File: src/rtl/blk_dma_seq.sv
module blk_dma_seq #(
  parameter int AW = 24,
  parameter int LW = 8,
  parameter int CW = 16
) (
  input  logic          clk,
  input  logic          rst_n,
  input  logic          ld_src,
  input  logic [AW-1:0] src_in,
  input  logic          ld_dst,
  input  logic [AW-1:0] dst_in,
  input  logic          ld_len,
  input  logic [LW-1:0] len_in,
  input  logic          ld_cnt,
  input  logic [CW-1:0] cnt_in,
  input  logic [1:0]    src_mode,
  input  logic [1:0]    dst_mode,
  input  logic          area_is_dst,
  input  logic          word_sz,
  input  logic          req,
  input  logic          ack,
  output logic [AW-1:0] src_addr,
  output logic [AW-1:0] dst_addr,
  output logic          xfer,
  output logic          busy,
  output logic          done
);
  localparam logic [1:0] M_INC = 2'b01;
  localparam logic [1:0] M_DEC = 2'b10;

  logic [AW-1:0] src_q, dst_q, src0_q, dst0_q;
  logic [LW-1:0] len0_q, len_q;
  logic [CW-1:0] cnt_q;
  logic          busy_q, armed_q, done_q;

  logic [AW-1:0] step;
  logic          unit, last_unit, last_all;

  function automatic logic [AW-1:0] adv(input logic [AW-1:0] a, input logic [1:0] m,
                                        input logic [AW-1:0] s);
    case (m)
      M_INC:   adv = a + s;
      M_DEC:   adv = a - s;
      default: adv = a;
    endcase
  endfunction

  assign step      = word_sz ? AW'(2) : AW'(1);
  assign unit      = busy_q & ack;
  assign last_unit = unit & (len_q == LW'(1));
  assign last_all  = last_unit & (cnt_q == CW'(1));

  assign src_addr = src_q;
  assign dst_addr = dst_q;
  assign xfer     = busy_q;
  assign busy     = busy_q;
  assign done     = done_q;

  always_ff @(posedge clk or negedge rst_n) begin
    if (!rst_n) begin
      src_q <= '0; dst_q <= '0; src0_q <= '0; dst0_q <= '0;
      len0_q <= '0; len_q <= '0; cnt_q <= '0;
      busy_q <= 1'b0; armed_q <= 1'b0; done_q <= 1'b0;
    end else begin
      done_q <= last_all;
      if (!busy_q) begin
        if (ld_src) begin src_q <= src_in; src0_q <= src_in; end
        if (ld_dst) begin dst_q <= dst_in; dst0_q <= dst_in; end
        if (ld_len) begin len_q <= len_in; len0_q <= len_in; end
        if (ld_cnt) begin cnt_q <= cnt_in; armed_q <= (cnt_in != '0); end
        if (req && armed_q) busy_q <= 1'b1;
      end else if (unit) begin
        src_q <= (last_unit && !area_is_dst) ? src0_q : adv(src_q, src_mode, step);
        dst_q <= (last_unit &&  area_is_dst) ? dst0_q : adv(dst_q, dst_mode, step);
        if (last_unit) begin
          len_q  <= len0_q;
          cnt_q  <= cnt_q - CW'(1);
          busy_q <= 1'b0;
          if (cnt_q == CW'(1)) armed_q <= 1'b0;
        end else begin
          len_q <= len_q - LW'(1);
        end
      end
    end
  end

  a_r10_hold_on_stall: assert property (@(posedge clk) disable iff (!rst_n)
    (xfer && !ack) |=> ($stable(src_addr) && $stable(dst_addr)));

  a_r3_fixed_src: assert property (@(posedge clk) disable iff (!rst_n)
    (xfer && ack && (src_mode == 2'b00 || src_mode == 2'b11)) |=> $stable(src_addr));

  a_r3_inc_dst: assert property (@(posedge clk) disable iff (!rst_n)
    (xfer && ack && dst_mode == M_INC && !(area_is_dst && len_q == LW'(1)))
      |=> dst_addr == $past(dst_addr) + $past(step));

  a_r7_done_pulse: assert property (@(posedge clk) disable iff (!rst_n)
    done |=> !done);

  a_r7_done_idle: assert property (@(posedge clk) disable iff (!rst_n)
    done |-> !busy);

  a_r4_start: assert property (@(posedge clk) disable iff (!rst_n)
    $rose(busy) |-> $past(req));
endmodule

File: config.mk
export PLATFORM = sky130hd
export DESIGN_NAME = blk_dma_seq
export DESIGN_NICKNAME = d
export VERILOG_FILES = /design/src/rtl/blk_dma_seq.sv
export SDC_FILE = /design/constraint.sdc
export NUM_CORES = 1
export LEC_CHECK = 0
export ABC_CLOCK_PERIOD_IN_PS = 6900
export BUFFER_PORTS_ARGS = -buffer_cell sky130_fd_sc_hd__buf_2
export CAP_MARGIN = 25
export CORE_ASPECT_RATIO = 0.6
export CORE_MARGIN = 10
export CORE_UTILIZATION = 35
export DETAILED_ROUTE_END_ITERATION = 6
export PLACE_DENSITY_LB_ADDON = 0.1
export SLEW_MARGIN = 15
export SYNTH_ARGS = -nofsm -noshare
export SYNTH_HDL_FRONTEND = slang
export SYNTH_SLANG_ARGS = --single-unit
export TNS_END_PERCENT = 20
File: constraint.sdc
create_clock -name clk -period 6.9 [get_ports clk]
set_input_delay 0.345 -clock clk [delete_from_list [all_inputs] [get_ports clk]]
set_output_delay 0.345 -clock clk [all_outputs]
set_load 0.03 [all_outputs]
==> flow_metrics.tcl <==
set metrics [dict create \
    p_sw_w 0.00231 \
    place_hpwl_um 25300 \
    overflow 0 \
    max_slew_margin_pct 35.1 \
    worstSetupPathType "in2reg" \
    start_kind "primary input" \
    ys_seq_area_share_pct 33.6 \
    path_clk_slew_ns 0.06 \
    r2r.worst_path.cells 7 \
    critPathMaxFanout 21 \
    outcome "finished clean" \
    layout-drive-gt1-share_pct 17.5 \
    min_path_type "in2reg" \
    max_slew.worst_pin.slew_ns 0.974 \
    reg2reg_to "src_addr[21]$_DFFE_PN0P_" \
    antenna_found_initial 1 \
    synth_commonest_cells "188 x nand2_1, 131 x dfrtp_1, 112 x nor2_1" \
    port-buffer-count 136 \
    post_drt_via_cell_ratio 5.74 \
    yosys-top-cells-area "dfrtp_1 34%, nand2_1 7.2%, o21ai_0 5.0%" \
    cts-root-buf "clkbuf_16" \
    yosysMostFrequentCell "nand2_1" \
    intPower_w 0.00256 \
    crit_path_end "dst_addr[22]$_DFFE_PN0P_" \
    comb_power_share_pct 45.9 \
    grt_usage_pct 19.6 \
    cts.sinks 131 \
    cts-resized-gates 0 \
    cp_common_cell "inv_1" \
    synth-async-reset-ratio_pct 100 \
    syn_avg_cell_area_um2 7.90 \
    p_per_area_nw_per_um2 437 \
    final-hold-violation-count 0 \
    tns_ns 0 \
    ys_warn_count 0 \
    die_area_um2 35100 \
    total_power_w 0.00487 \
    drc_errors 0 \
    cts_tree "yes" \
    crit_arrival_ns 4.34 \
    cts_buffers 17 \
    synth_area_um2 9740 \
    crit-reg2reg-launch "busy$_DFF_PN0_" \
    finClkSkew_ns 0.00802 \
    cp_cell_sequence "buf_2 > inv_1 > ha_1 > inv_1 > nor2_1 > fa_1 > and4b_1 > a221oi_2 > o21ai_0 > a41oi_1 > nor4b_1 > a41o_1 > or3_1" \
    swShare_pct 47.5 \
    clock_latency_ns 0.45 \
    crit_start "dst_mode[0]" \
    gp_congestion 0.940 \
    r2r_slack_ns 3.24 \
    synth_top_area_cell "dfrtp_1" \
    synth_top_area_share_pct 33.6 \
    timing.final.crit_share_pct 58.2 \
    max-vdd-ir-drop_mv 0.185 \
    max-cap-violations 0 \
    ys_types 85 \
    fmax_mhz 249 \
    final_area_um2 11100 \
    rows 47 \
    p_seq_share_pct 35.8 \
    synth-seq-cells 131 \
    seqCellArea_um2 3280 \
    postRouteAntennaNets 0 \
    multi_input_area_um2 5950 \
    setup_viol 0 \
    first_iter_violations 965 \
    grt_start_max_net_pins 86 \
    cp.required_ns 7.23 \
    pin_count 137 \
    hold_start "src_in[13]" \
    grt_first_pass_wirelength_um 54100 \
    syn_nets 1333 \
    clk_path_buf_depth 2 \
    finish.net_count 1400 \
    initial_core_util_pct 35.4 \
    syn_inst 1233 \
    min_period_ns 4.01 \
    routedWlPerCell_um 21.0 \
    synth_flop_cell "dfrtp_1" \
    die_x_um 235 \
    core_um2 27500 \
    area_growth_pct 14.4 \
    crit_path_end_kind "flip-flop" \
    rsz0062_at_grt "no" \
    drt-total-wl_um 35300 \
    crit_path_max_incr_delay_ns 0.56 \
    grt_pass1_vias 8703 \
    nFillCells 2862 \
    cpMaxStageDelayCell "inv_1" \
    slew_violations 0 \
    dr_total_vias 9638 \
    firstDrtPassIters 7 \
    ctsHtreeMaxLevel 4 \
    chipHeight_um 149 \
    leakagePower_nw 4.73 \
    post_cts_buffers 0 \
    synth_edf_count 0 \
    dpl_cell_area_um2 10600 \
    final_util_pct 40.5 \
    power.share.clock_pct 18.3 \
]
## kinds of logic after synthesis
group	synth area share, %
XOR/XNOR	4.94
multiplexers	3.81
AO/OA/AOI/OAI	26.2
buffers and inverters	5.53
AND/OR/NAND/NOR	23.9
flip-flops	33.6
adder cells (fa/ha/maj)	1.95
## final cells by class
type / instances / area share [%]
Tap cell: 367 / 4.12
Clock inverter: 6 / 0.718
Sequential cell: 131 / 29.4
Timing Repair Buffer: 149 / 7.06
Inverter: 32 / 1.08
Multi-Input combinational cell: 969 / 53.4
Clock buffer: 25 / 4.18
Antenna cell: 1 / 0.0224
## placed cells by master, fill, tap and decap left out, drive strengths merged, types with 19 or more instances in the layout
cell / Yosys / final
dfrtp: 131 / 131
nor2: 112 / 112
mux2: 25 / 25
o211ai: 19 / 19
o21ai: 100 / 100
nor4: 23 / 23
nor3: 28 / 28
nand2: 189 / 189
clkbuf: 79 / 25
xnor2: 41 / 41
a22oi: 22 / 22
a21oi: 88 / 88
inv: 32 / 32
buf: 22 / 148
## power by group through the flow
| stage | Sequential, W | Combinational [W] | Clock [W] |
|---|---|---|---|
| 4_1_cts | 0.00173 | 0.00224 | 0.000919 |
| 3_3_place_gp | 0.00174 | 0.00221 | 0 |
| 5_1_grt | 0.00182 | 0.00248 | 0.000945 |
| 3_5_place_dp | 0.00174 | 0.00223 | 0 |
| 6_report | 0.00175 | 0.00224 | 0.000892 |
| 2_1_floorplan | 0.00165 | 0.00164 | 0 |
## how the worst min path moves through the flow
stage	end	slack (ns)	cells past startpoint
floorplan	armed_q$_DFFE_PN0P_	0.05	0
global placement	src0_q[10]$_DFFE_PN0P_	0.46	2
detailed placement	src0_q[10]$_DFFE_PN0P_	0.46	2
CTS	src_addr[2]$_DFFE_PN0P_	0.006	1
global route	src0_q[13]$_DFFE_PN0P_	0.09	3
finish	src0_q[13]$_DFFE_PN0P_	0.10	3
## per-layer routing
| metal | vias up | global-route usage (%) | routed length (µm) |
|---|---|---|---|
| li1 | 4639 | - | - |
| met1 | 4658 | 31.9 | 19400 |
| met2 | 324 | 24.3 | 13300 |
| met3 | 17 | 4.54 | 2300 |
| met4 | 0 | 4.21 | 294 |
| met5 | - | 0 | 0 |
## worst max-delay path: cells and delay by family
family                     cells  cell delay, ns
buffers and inverters          3            0.70
adders and majority gates      2            0.97
and+or+nand+nor                4            0.83
AOI/OAI and AO/OA              4            1.48
## what timing repair did
item / CTS / global route
setup endpoints to repair: 0 / 0
hold endpoints to repair: 0 / 1
hold buffers: 0 / 1
## stage by stage
step / setup WS (ns) / instances / hold WS, ns
final: 2.89 / 1680 / 0.103
after global routing: 2.57 / 1679 / 0.0889
after CTS: 2.99 / 1678 / 0.00625
after detailed placement: 2.50 / 1647 / 0.460
after global placement: 2.58 / 1647 / 0.456
after floorplan: 3.33 / 1233 / 0.0494
## flip-flops by register name, indices dropped and copies added (netlist names)
register and count:
busy 1, src0_q 24, armed_q 1, cnt_q 16
dst0_q 24, done 1, len_q 8, dst_addr 24
len0_q 8, src_addr 24
Note: power is estimated with default switching activity, not from simulation.
